[src/rtl/endian_bus_bridge.sv]
module endian_bus_bridge #(
  parameter int ADDR_W   = 24,
  parameter int DATA_W   = 32,
  parameter int PAGE_W   = 14,
  parameter int NUM_DEV  = 4,
  parameter int BASE_WIN = 16
) (
  input  logic                      clk,
  input  logic                      rst_n,
  input  logic                      m_stb,
  input  logic                      m_we,
  input  logic [ADDR_W-1:0]         m_addr,
  input  logic [DATA_W/8-1:0]       m_be,
  input  logic [DATA_W-1:0]         m_wdata,
  output logic [DATA_W-1:0]         m_rdata,
  output logic                      m_ack,
  output logic [NUM_DEV-1:0]        s_stb,
  output logic                      s_we,
  output logic [PAGE_W-1:0]         s_addr,
  output logic [DATA_W/8-1:0]       s_be,
  output logic [DATA_W-1:0]         s_wdata,
  input  logic [NUM_DEV*DATA_W-1:0] s_rdata,
  input  logic [NUM_DEV-1:0]        s_ack
);
  localparam int NB       = DATA_W / 8;
  localparam int SWAP_BIT = PAGE_W;
  localparam int WIN_W    = ADDR_W - PAGE_W - 1;
  localparam int DEV_W    = (NUM_DEV > 1) ? $clog2(NUM_DEV) : 1;

  logic [WIN_W-1:0] win;
  logic             hit, hit_q, hit_now;
  logic [DEV_W-1:0] dev, dev_q, dev_now;
  logic             active, swap_q, swap_now, miss_ack;
  logic [DATA_W-1:0] wd_rev, rd_sel, rd_rev;
  logic [NB-1:0]     be_rev;

  assign win = m_addr[ADDR_W-1:PAGE_W+1];

  always_comb begin
    hit = 1'b0;
    dev = '0;
    for (int k = 0; k < NUM_DEV; k++)
      if (win == WIN_W'(BASE_WIN + k)) begin
        hit = 1'b1;
        dev = DEV_W'(k);
      end
  end

  always_ff @(posedge clk) begin
    if (!rst_n) begin
      active   <= 1'b0;
      swap_q   <= 1'b0;
      dev_q    <= '0;
      hit_q    <= 1'b0;
      miss_ack <= 1'b0;
    end else begin
      active   <= m_stb & ~m_ack;
      miss_ack <= m_stb & ~hit_now & ~miss_ack;
      if (m_stb && !active) begin
        swap_q <= m_addr[SWAP_BIT];
        dev_q  <= dev;
        hit_q  <= hit;
      end
    end
  end

  assign swap_now = active ? swap_q : m_addr[SWAP_BIT];
  assign dev_now  = active ? dev_q  : dev;
  assign hit_now  = active ? hit_q  : hit;

  assign rd_sel = s_rdata[dev_now*DATA_W +: DATA_W];

  for (genvar i = 0; i < NB; i++) begin : g_lane
    assign wd_rev[8*i +: 8] = m_wdata[8*(NB-1-i) +: 8];
    assign rd_rev[8*i +: 8] = rd_sel[8*(NB-1-i) +: 8];
    assign be_rev[i]        = m_be[NB-1-i];
  end

  assign s_stb   = (m_stb && hit_now) ? (NUM_DEV'(1) << dev_now) : '0;
  assign s_we    = m_we;
  assign s_addr  = m_addr[PAGE_W-1:0];
  assign s_be    = swap_now ? be_rev : m_be;
  assign s_wdata = swap_now ? wd_rev : m_wdata;
  assign m_ack   = miss_ack | (m_stb & hit_now & s_ack[dev_now]);
  assign m_rdata = !hit_now ? '0 : (swap_now ? rd_rev : rd_sel);

  assert_one_select_R5: assert property (@(posedge clk) disable iff (!rst_n)
    $onehot0(s_stb));
  assert_be_count_R3: assert property (@(posedge clk) disable iff (!rst_n)
    (|s_stb) |-> $countones(s_be) == $countones(m_be));
  assert_miss_ack_R7: assert property (@(posedge clk) disable iff (!rst_n)
    (m_stb && !hit && !active) |=> (m_ack || !m_stb));
  assert_miss_zero_R7: assert property (@(posedge clk) disable iff (!rst_n)
    (m_ack && !hit_now) |-> m_rdata == '0);
  assert_swap_held_R8: assert property (@(posedge clk) disable iff (!rst_n)
    (active && m_stb) |-> swap_now == $past(swap_now));
endmodule

[config.mk]
export PLATFORM = sky130hd
export DESIGN_NAME = endian_bus_bridge
export DESIGN_NICKNAME = d
export VERILOG_FILES = /design/src/rtl/endian_bus_bridge.sv
export SDC_FILE = /design/constraint.sdc
export NUM_CORES = 1
export LEC_CHECK = 0
export ABC_AREA = 1
export ABC_CLOCK_PERIOD_IN_PS = 2660
export BUFFER_PORTS_ARGS = -buffer_cell sky130_fd_sc_hd__clkbuf_2
export CAP_MARGIN = 15
export CELL_PAD_IN_SITES_DETAIL_PLACEMENT = 1
export CELL_PAD_IN_SITES_GLOBAL_PLACEMENT = 1
export CORE_MARGIN = 3
export CORE_UTILIZATION = 22
export CTS_CLUSTER_SIZE = 40
export DETAILED_ROUTE_END_ITERATION = 8
export MAX_ROUTING_LAYER = met4
export PLACE_DENSITY = 0.87
export REMOVE_ABC_BUFFERS = 1
export SLEW_MARGIN = 20
export SYNTH_ARGS = -nofsm -noshare
export SYNTH_HDL_FRONTEND = slang
export SYNTH_SLANG_ARGS = --single-unit
[constraint.sdc]
create_clock -name clk -period 2.66 [get_ports clk]
set_input_delay 0.665 -clock clk [delete_from_list [all_inputs] [get_ports clk]]
set_output_delay 0.665 -clock clk [all_outputs]
set_load 0.005 [all_outputs]
==> results of run 1 <==
-- placed cells by master, fill, tap and decap left out, drive strengths merged, types with 4 or more instances in the layout --
cell type	instances
nand2	347
clkbuf	232
inv	129
buf	66
o21ai	41
nor2	41
a21oi	36
nand3	36
nand3b	32
dfxtp	6
nor3	4
-- kinds of logic (layout without fill, tap and decap cells) --
| group | Yosys count | in the layout |
|---|---|---|
| compound gates | 78 | 78 |
| flops | 6 | 6 |
| simple gates | 461 | 461 |
| buf+inv | 189 | 428 |
-- per-layer routing --
| metal | part of all wire | wire, um | global-route usage |
|---|---|---|---|
| met5 | 0 | 0 | - |
| met1 | 0.42 | 7430 | 0.222 |
| met4 | 0.020 | 351 | 0.0420 |
| met2 | 0.51 | 8960 | 0.313 |
| met3 | 0.051 | 904 | 0.0235 |
-- worst min-delay path, delay by kind of cell (launching register included) --
| kind | cells | cell delay, ns |
|---|---|---|
| flops | 1 | 0.29 |
| compound gates | 1 | 0.06 |
| buf+inv | 1 | 0.07 |
-- per-stage QoR --
step,std cells,util,setup WS [ns],hold slack [ns]
after detailed placement,1137,0.326,-0.197,0.460
after global placement,1137,0.326,-0.0935,0.440
after global routing,1157,0.382,-0.255,0.524
after floorplan,675,-,-7.10,0.429
final,1157,0.382,-0.123,0.468
after CTS,1145,0.343,-0.117,0.472
-- sequential cells by signal, indices dropped and copies added (netlist names) --
signal	count
dev_q	2
active	1
hit_q	1
miss_ack	1
swap_q	1
-- final cells by class --
class                      instances  share of cell area
tap                              184              0.0410
clock buffer                       3              0.0134
timing repair buffer             295               0.352
inverter                         130              0.0877
sequential                         6              0.0214
multi-input combinational        539               0.484
-- repair_timing --
action,CTS,global route
gates resized for setup,27,143
endpoints found under the setup margin,35,37
gates cloned,2,10
setup buffers,3,2
pin swaps,2,29
hold buffers,0,0
hold endpoints to repair,0,0
-- final timing paths --
| check | start | to | slack (ns) | depth (start not counted) |
|---|---|---|---|---|
| worst max-delay path | m_addr[18] | m_rdata[18] | -0.12 | 15 |
| worst min-delay path | swap_q$_SDFFE_PN0P_ | swap_q$_SDFFE_PN0P_ | 0.47 | 2 |
| worst max register to register | active$_SDFF_PN0_ | active$_SDFF_PN0_ | 0.84 | 11 |
| worst min register to register | swap_q$_SDFFE_PN0P_ | swap_q$_SDFFE_PN0P_ | 0.47 | 2 |
-- power groups by stage --
stage          sequential (mW)  clock, mW  combinational, mW
5_1_grt                  0.100      0.256              0.998
3_5_place_dp             0.100          0              0.748
6_report                0.0992      0.246              0.894
3_3_place_gp            0.0998          0              0.725
4_1_cts                 0.0990      0.250              0.777
2_1_floorplan            0.100          0              0.402
==> summary.md, run 1 <==
| Metric | Value |
|---|---|
| Status | finished, violations left |
| Violations in the final reports | negative setup slack |
| IO Port Bufs | about 250 |
| Post-Synth XOR/XNOR Area | 0 |
| Maximum VDD drop | about 250 uV |
| Fin crit period | between 2 and 3 ns |
| Top Ports | about 280 |
| Count leader, synth | nand2_1 |
| Root Buffer | clkbuf_16 |
| CTS tree | yes |
| Area of the multi-input gates | about 0.0027 sq mm |
| Longest Clk Path Bufs | 2 |
| Mux share of post-synthesis cell area | 0 |
| Seq/Total Area, Yosys | 0.0360 |
| Die Area | 0.0167 sq mm |
| Final TNS setup | -2.34 ns |
| Crit path buffers/inverters | 6 |
| # DRC | 0 |
| Htree depth | 1 |
| Yosys warning count | 0 |
| Initial antenna violation count | 0 |
| Pins Over Slew Limit | 0 |
| Clock power frac | 0.199 |
| Synth top area share | 0.389 |
| Slew headroom | 0.730 |
| Leak | between 3 and 4 nW |
| Final WS setup | -0.123 ns |
| Routed wire length per instance | roughly 15 um |
| Flop pwr share | 0.080 |
| Finished Cell Area | between 0.005 and 0.006 sq mm |
| Die Y | 129 um |
| Total power | 1.24 mW |
| Placement Cell Area | ~0.0048 sq mm |
| Vias in the first global route | between 5,000 and 6,000 |
| Pint | between 0.6 and 0.7 mW |
| Vias | between 5,000 and 6,000 |
| Layout cell share with drive strength beyond 1 | 0.431 |
| Core area | 0.0147 sq mm |
| Final hold viol count | 0 |
| Worst-path clk slew | about 0.030 ns |
| Post-synth top area cell | nand2_1 |
| Starting density of the core | 0.227 |
| Setup violations, final | 35 |
| Crit. End Element | primary output |
| Routability cong. | 0.854 |
| Filler cell count | ~2,100 |
| WP data arrival | 2.12 ns |
| Largest family of logic cells by synthesized area | simple AND/OR/NAND/NOR gates |
| Area contributors post-synth | nand2_1, inv_1, nand3b_1 |
| Sw frac | 0.439 |
| Post-Synth Adder-Cell Area | 0 |
| Post-synth EDFFs | 0 |
| Pin slew with the least headroom to its limit | ~0.4 ns |
| Final ANT Viol Nets | 0 |
| Largest net degree at the start of global routing | 41 |
| Vias per cell | around 4.6 |
| CP delay by family, top | buffers and inverters |
| Post-DP HPWL | 12,200 um |
| Critical path type | in2out |
| GR Overflow Total | 0 |
| Max Fclk | between 300 and 400 MHz |
| Critical path launch point type | input port |
| Reg area | between 100 and 150 sq um |
| Synth Instances | between 700 and 800 |
| Syn avg cell area | approximately 4.5 sq um |
| Iteration-0 DRC Markers | between 100 and 150 |
| Most frequent CP cell | nand2_2 |
| Unrepaired setup endpoints after global routing | yes |
| First-pass GRT wire length | about 24,000 um |
| Clock sink count | 6 |
| Mapped Area | between 0.003 and 0.004 sq mm |
| Clock skew | about 0.00048 ns |
| Max_cap viols | 0 |
| Yosys reg bits | 6 |
| Synth Flop Type | dfxtp_1 |
| Net Switching | approximately 0.54 mW |
| Critical Path Fanout Max | 9 |
| Hold crit path type | reg2reg |
| Comb power frac | 0.721 |
| Fraction of registers with async set/reset | 0 |
| N_diodes | 0 |
| Total length of routed wires | 17,600 um |
| Clk Latency, worst-skew pair | about 0.23 ns |
| TritonCTS Buffers | 3 |
| Fin crit share | 1.05 |
| Commonest cells post-synth | nand2_1, inv_1, o21ai_0, nor2_1, a21oi_1 |
| Crit-path slowest cell | a21oi_1 |
| Simple-Gate Fraction of Synth Area | 0.588 |
| Die width | roughly 130 um |
| CP cell instances | buf_6, inv_4, nand2_2, nor2_2, nand2_2, nand2_8, buf_12, buf_12, nand3_2, nand2_1, nand2_2, buf_4, a21oi_1, nor2_1, buf_2 |
| Drt first pass iters | 4 |
| Synth-to-layout area growth | 68.6% |
| Netlist cell types | 21 |
| Max stage delay on crit path | ~0.16 ns |
| FP Rows | 44 |
| Worst Path Required | around 2 ns |
| Power Density | roughly 220 mW/mm^2 |
| # nets final | ~1,200 |
| Total Routing Usage GR | 0.180 |
| Complex-gate fraction of the synthesized area | 0.118 |
Note: power is estimated with default switching activity, not from simulation.
==> inputs of run 2 (changes only) <==
- ABC_AREA: 1 -> unset
- CORE_UTILIZATION: 22 -> 24
- PLACE_DENSITY: 0.87 -> 0.9
==> run 2 against run 1 <==
  * The flow still finishes with violations (negative setup slack)
  * Sequential cell count stayed put
  * Register-to-register slack better by 0.06 ns
  * Cell count is 18% lower
  * Routed wire length is 12% higher
  * Clock power hardly changed
  * Critical endpoint is now m_rdata[22]
==> summary.md, run 2 <==
| Metric | Value |
|---|---|
| Status | finished, violations left (unchanged) |
| Violations in the final reports | negative setup slack (unchanged) |
| Leak | 2.52 nW (was 3.54 nW) |
| CP cell instances | buf_6, or4b_4, o31ai_4, buf_6, buf_12, mux2i_2, o22a_1, o21ai_0, clkbuf_2 (was buf_6, inv_4, nand2_2, nor2_2, nand2_2, nand2_8, buf_12, buf_12, nand3_2, nand2_1, nand2_2, buf_4, a21oi_1, nor2_1, buf_2) |
| Max stage delay on crit path | 0.57 ns (was 0.16 ns) |
| CP delay by family, top | buffers and inverters (unchanged) |
| # DRC | 0 (unchanged) |
| Vias in the first global route | 5,308 (was 5,091) |
| Crit-path slowest cell | or4b_4 (was a21oi_1) |
| Largest family of logic cells by synthesized area | compound AO/OA/AOI/OAI gates (was simple AND/OR/NAND/NOR gates) |
| Max Fclk | 302 MHz (was 359 MHz) |
| Clk Latency, worst-skew pair | 0.23 ns (about the same) |
| Critical Path Fanout Max | 10 (was 9) |
| Yosys warning count | 0 (unchanged) |
| Total power | 0.957 mW (was 1.24 mW) |
| Total Routing Usage GR | 0.244 (was 0.180) |
| FP Rows | 41 (was 44) |
| Layout cell share with drive strength beyond 1 | 0.503 (was 0.431) |
| GR Overflow Total | 0 (unchanged) |
| Root Buffer | clkbuf_16 (unchanged) |
| Post-Synth Adder-Cell Area | 0 (unchanged) |
| Commonest cells post-synth | nand2_1, mux2i_1, o21ai_0, a21oi_1, nand3_1 (was nand2_1, inv_1, o21ai_0, nor2_1, a21oi_1) |
| Mux share of post-synthesis cell area | 0.223 (was 0) |
| N_diodes | 0 (unchanged) |
| Setup violations, final | 37 (was 35) |
| Hold crit path type | reg2reg (unchanged) |
| Fraction of registers with async set/reset | 0 (unchanged) |
| Worst-path clk slew | 0.04 ns (was 0.03 ns) |
| Largest net degree at the start of global routing | 37 (was 41) |
| Total length of routed wires | 19,800 um (was 17,600 um) |
| # nets final | 976 (was 1,171) |
| Vias | 5,302 (was 5,319) |
| Synth Flop Type | dfxtp_1 (unchanged) |
| Mapped Area | 0.00315 sq mm (was 0.00333 sq mm) |
| Post-DP HPWL | 14,400 um (was 12,200 um) |
| Area contributors post-synth | mux2i_1, nand2_1, o21ai_0 (was nand2_1, inv_1, nand3b_1) |
| Clock skew | 0.00313 ns (was 0.000479 ns) |
| Die Area | 0.0145 sq mm (was 0.0167 sq mm) |
| Netlist cell types | 37 (was 21) |
| Die Y | 121 um (was 129 um) |
| Flop-to-flop setup slack | 0.90 ns (was 0.84 ns) |
| Die width | 121 um (was 129 um) |
| Final WS setup | -0.656 ns (was -0.123 ns) |
| Hold buffers post-CTS | 0 (unchanged) |
| Iteration-0 DRC Markers | 327 (was 139) |
| Final ANT Viol Nets | 0 (unchanged) |
| Pins Over Slew Limit | 0 (unchanged) |
| Max FFs per register | 2 (unchanged) |
| Crit. End Element | primary output (unchanged) |
| Post-synth top area cell | mux2i_1 (was nand2_1) |
| Routed wire length per instance | 20.8 um (was 15.2 um) |
| Crit path buffers/inverters | 4 (was 6) |
| Vias per cell | 5.58 (was 4.60) |
| Synth-to-layout area growth | 74.9% (was 68.6%) |
| IO Port Bufs | 253 (unchanged) |
| Initial antenna violation count | 0 (unchanged) |
| Synth top area share | 0.219 (was 0.389) |
| Drt first pass iters | 5 (was 4) |
| Most frequent cells in the layout | clkbuf_2, nand2_1, buf_4, a21oi_1, mux2i_1 (was nand2_1, clkbuf_2, inv_1, nand2_2, o21ai_0) |
| Core area | 0.0127 sq mm (was 0.0147 sq mm) |
| Most frequent CP cell | buf_6 (was nand2_2) |
| Commonest non-fill, non-tap cell in the layout | clkbuf_2 (was nand2_1) |
| Filler cell count | 1,700 (was 2,142) |
| Top Ports | 284 (unchanged) |
| TritonCTS Buffers | 3 (unchanged) |
| Maximum VDD drop | 119 uV (was 251 uV) |
| Post-synth EDFFs | 0 (unchanged) |
| Htree depth | 1 (unchanged) |
| Starting density of the core | 0.248 (was 0.227) |
| Final hold viol count | 0 (unchanged) |
| Complex-gate fraction of the synthesized area | 0.366 (was 0.118) |
| Fin crit share | 1.25 (was 1.05) |
| Pin slew with the least headroom to its limit | 0.475 ns (was 0.404 ns) |
| Crit path from | m_addr[22] (was m_addr[18]) |
| Yosys reg bits | 6 (unchanged) |
| First-pass GRT wire length | 27,800 um (was 24,200 um) |
| Slew headroom | 0.683 (was 0.730) |
| Syn avg cell area | 6.16 sq um (was 4.54 sq um) |
| Simple-Gate Fraction of Synth Area | 0.252 (was 0.588) |
| Count leader, synth | nand2_1 (unchanged) |
| Critical path type | in2out (unchanged) |
| Max_cap viols | 0 (unchanged) |
| Top reg by flops | dev_q (unchanged) |
| Hold Crit Start | dev_q[1]$_SDFFE_PN0P_ (was swap_q$_SDFFE_PN0P_) |
| WP data arrival | 2.65 ns (was 2.12 ns) |
| Post-Synth XOR/XNOR Area | 0 (unchanged) |
| Longest Clk Path Bufs | 2 (unchanged) |
| Power Density | 174 mW/mm^2 (was 221 mW/mm^2) |
| Reg-to-Reg Start | active$_SDFF_PN0_ (unchanged) |
| Unrepaired setup endpoints after global routing | yes (unchanged) |
| Critical path launch point type | input port (unchanged) |
| CTS tree | yes (unchanged) |
| Clock sink count | 6 (unchanged) |
| Fin crit period | 3.32 ns (was 2.78 ns) |
| Fin util | 0.433 (was 0.382) |
| Synth Instances | 512 (was 734) |
| Routability cong. | 0.925 (was 0.854) |
| Seq/Total Area, Yosys | 0.0381 (was 0.0360) |
| Worst Path Required | 2.00 ns (about the same) |
## run 2: final cells by class
| class | instances | area [sq um] | area share |
|---|---|---|---|
| Timing Repair Buffer | 330 | 2050 | 0.372 |
| Sequential cell | 6 | 125 | 0.0227 |
| Clock buffer | 3 | 75.1 | 0.0136 |
| Inverter | 2 | 7.51 | 0.00136 |
| Tap cell | 172 | 215 | 0.0390 |
| Multi-Input combinational cell | 437 | 3040 | 0.551 |
## run 2: cells by family (layout without fill, tap and decap cells)
logic type / after synthesis / count (layout)
buffers and inverters: 69 / 335
multiplexers: 70 / 70
AND/OR/NAND/NOR: 176 / 176
AO/OA/AOI/OAI: 191 / 191
flip-flops: 6 / 6
## run 2: metrics by stage
step | hold WS [ns] | cells | area [sq um] | setup slack, ns | setup TNS [ns]
after detailed placement | 0.525 | 935 | 4860 | -0.811 | -25.88
after global routing | 0.566 | 950 | 5510 | -0.716 | -22.31
final | 0.546 | 950 | 5510 | -0.656 | -19.95
after floorplan | 0.499 | 445 | 2780 | -3.61 | -178.05
after CTS | 0.537 | 946 | 5200 | -0.586 | -19.66
after global placement | 0.509 | 935 | 4860 | -0.802 | -24.86
## run 2: metal layers
metal / up-vias / routed length (um) / track usage / share of wire
met5: - / 0 / - / 0
met4: 0 / 525 / 0.0637 / 0.027
met3: 58 / 1690 / 0.0538 / 0.086
met2: 340 / 9830 / 0.422 / 0.50
met1: 2492 / 7710 / 0.286 / 0.39
li1: 2412 / - / - / -
## run 2: final timing paths
path / to / cells after the start
setup / recovery: m_rdata[22] / 9
hold reg to reg: dev_q[1]$_SDFFE_PN0P_ / 2
hold / removal: dev_q[1]$_SDFFE_PN0P_ / 2
setup reg to reg: active$_SDFF_PN0_ / 7
## run 2: worst min-delay path, cell delays in order (launching register included)
cell and delay [ns]:
dfxtp_1 0.33, nand2b_1 0.08, a21boi_0 0.08
## run 2: what timing repair did
item / in CTS / in global routing
setup buffers: 5 / 4
cloned: 4 / 1
endpoints found under the setup margin: 37 / 73
resized for setup: 55 / 65
pin swaps: 22 / 12
hold endpoints to repair: 0 / 0
## run 2: power breakdown
group | internal [mW] | total [mW] | switching, mW
Sequential | 0.0930 | 0.0980 | 0.00491
Clock | 0.193 | 0.247 | 0.0537
Combinational | 0.286 | 0.612 | 0.326
Total | 0.572 | 0.957 | 0.385
==> inputs of run 3 (changes only) <==
- CTS_BUF_LIST: unset -> sky130_fd_sc_hd__clkbuf_4 sky130_fd_sc_hd__clkbuf_8
==> run 3 against run 2 <==
  * The flow still finishes with violations (negative setup slack)
  * Combinational power barely moved
  * Sequential share of layout area barely moved
  * Total power fell by 12%
  * Cell count did not move
  * Critical path depth did not move
  * Die area did not move
  * Fmax rose by 0.21%
  * Register-to-register slack got worse by 0.02 ns
  * Clock power fell by 45%
  * Utilization fell by 0.27 points
  * Sequential power barely moved
  * Non-clock buffer count did not move
==> summary.md, run 3 (synthesized netlist as in run 2, its figures left out) <==
| Metric | Value |
|---|---|
| Pin slew with the least headroom to its limit | 0.475 ns (about the same) |
| Initial antenna violation count | 0 (unchanged) |
| # DRC | 0 (unchanged) |
| Starting density of the core | 0.248 (unchanged) |
| N_diodes | 0 (unchanged) |
| Fin crit period | 3.31 ns (was 3.32 ns) |
| Vias per cell | 5.54 (was 5.58) |
| Leak | 2.51 nW (was 2.52 nW) |
| Hold buffers post-CTS | 0 (unchanged) |
| Die Y | 121 um (unchanged) |
| Top Ports | 284 (unchanged) |
| Max Fclk | 302 MHz (about the same) |
| Total Routing Usage GR | 0.243 (was 0.244) |
| TritonCTS Buffers | 3 (unchanged) |
| Drt first pass iters | 5 (unchanged) |
| GR Overflow Total | 0 (unchanged) |
| Longest Clk Path Bufs | 2 (unchanged) |
| Vias | 5,265 (was 5,302) |
| Power Density | 154 mW/mm^2 (was 174 mW/mm^2) |
| WP data arrival | 2.64 ns (was 2.65 ns) |
| WHS | 0.545 ns (was 0.546 ns) |
| Routability cong. | 0.925 (unchanged) |
| Setup violations, final | 37 (unchanged) |
| Final WS setup | -0.649 ns (was -0.656 ns) |
| Core area | 0.0127 sq mm (unchanged) |
| Most frequent cells in the layout | clkbuf_2, nand2_1, buf_4, a21oi_1, mux2i_1 (unchanged) |
| FP Rows | 41 (unchanged) |
| Routed wire length per instance | 20.8 um (about the same) |
| Status | finished, violations left (unchanged) |
| Synth-to-layout area growth | 73.8% (was 74.9%) |
| Clock sink count | 6 (unchanged) |
| Maximum VDD drop | 74.2 uV (was 119 uV) |
| Layout cell share with drive strength beyond 1 | 0.503 (unchanged) |
| Root Buffer | clkbuf_8 (was clkbuf_16) |
| Largest net degree at the start of global routing | 37 (unchanged) |
| Crit. End Element | primary output (unchanged) |
| CTS tree | yes (unchanged) |
| # nets final | 976 (unchanged) |
| Critical Path Fanout Max | 10 (unchanged) |
| IO Port Bufs | 253 (unchanged) |
| Clk Latency, worst-skew pair | 0.22 ns (was 0.23 ns) |
| Hold crit path type | reg2reg (unchanged) |
| Iteration-0 DRC Markers | 294 (was 327) |
| Max FFs per register | 2 (unchanged) |
| Worst Path Required | 2.00 ns (about the same) |
| Post-DP HPWL | 14,400 um (unchanged) |
| Worst-path clk slew | 0.04 ns (about the same) |
| Clock skew | 0.00323 ns (was 0.00313 ns) |
| Die width | 121 um (unchanged) |
| Top reg by flops | dev_q (unchanged) |
| Critical path type | in2out (unchanged) |
| Final ANT Viol Nets | 0 (unchanged) |
| Final hold viol count | 0 (unchanged) |
| Filler cell count | 1,702 (was 1,700) |
| Violations in the final reports | negative setup slack (unchanged) |
| Slew headroom | 0.683 (about the same) |
| Die Area | 0.0145 sq mm (unchanged) |
| Critical path launch point type | input port (unchanged) |
| Unrepaired setup endpoints after global routing | yes (unchanged) |
| Max_cap viols | 0 (unchanged) |
| Total length of routed wires | 19,700 um (was 19,800 um) |
| Vias in the first global route | 5,313 (was 5,308) |
| Pins Over Slew Limit | 0 (unchanged) |
| Fin util | 0.431 (was 0.433) |
| Fin crit share | 1.24 (was 1.25) |
| Commonest non-fill, non-tap cell in the layout | clkbuf_2 (unchanged) |
| Htree depth | 1 (unchanged) |
| First-pass GRT wire length | 27,700 um (was 27,800 um) |
run 3: cell counts in the layout (fill, tap and decap cells not counted):
Identical to the previous run, type by type.
run 3: cell type report:
type | count | area [sq um] | area share
Multi-Input combinational cell | 437 | 3040 | 0.555
Timing Repair Buffer | 330 | 2050 | 0.374
Tap cell | 172 | 215 | 0.0393
Sequential cell | 6 | 125 | 0.0228
Clock buffer | 3 | 41.3 | 0.00753
Inverter | 2 | 7.51 | 0.00137
run 3: through the flow:
stage | worst slack [ns] | instance area (sq um) | cells | TNS [ns] | total power [mW]
floorplan | -3.61 | 2780 | 445 | -178.05 | 0.314
global placement | -0.802 | 4860 | 935 | -24.86 | 0.624
detailed placement | -0.811 | 4860 | 935 | -25.88 | 0.644
CTS | -0.586 | 5170 | 946 | -19.66 | 0.804
global route | -0.716 | 5480 | 950 | -22.31 | 0.910
finish | -0.649 | 5480 | 950 | -19.92 | 0.845
run 3: final timing paths:
kind	start	end	slack, ns	cells after the start
max	m_addr[22]	m_rdata[22]	-0.65	9
min	dev_q[1]$_SDFFE_PN0P_	dev_q[1]$_SDFFE_PN0P_	0.55	2
max reg2reg	active$_SDFF_PN0_	active$_SDFF_PN0_	0.88	7
min reg2reg	dev_q[1]$_SDFFE_PN0P_	dev_q[1]$_SDFFE_PN0P_	0.55	2
run 3: worst max-delay path: stages:
cell      delay [ns]
buf_6           0.09
or4b_4          0.57
o31ai_4         0.28
buf_6           0.19
buf_12          0.19
mux2i_2         0.27
o22a_1          0.18
o21ai_0         0.09
clkbuf_2        0.12
run 3: where the power goes:
| part | switching, mW | internal [mW] | leakage, nW |
|---|---|---|---|
| logic | 0.326 | 0.286 | 2.43 |
| registers | 0.00490 | 0.0930 | 0.0501 |
| clock network | 0.0380 | 0.0971 | 0.0216 |
| total | 0.369 | 0.476 | 2.51 |
run 3: repair_timing:
action                     CTS  global route
setup endpoints to repair   37            73
gates cloned                 4             1
setup buffers                5             4
gates resized for setup     55            65
pin swaps                   22            12
run 3: per-layer routing:
metal | global-route usage | up-vias | wire [um]
li1 | - | 2404 | -
met1 | 0.286 | 2479 | 7520
met2 | 0.423 | 340 | 9940
met3 | 0.0510 | 42 | 1830
met4 | 0.0637 | 0 | 444
met5 | - | - | 0
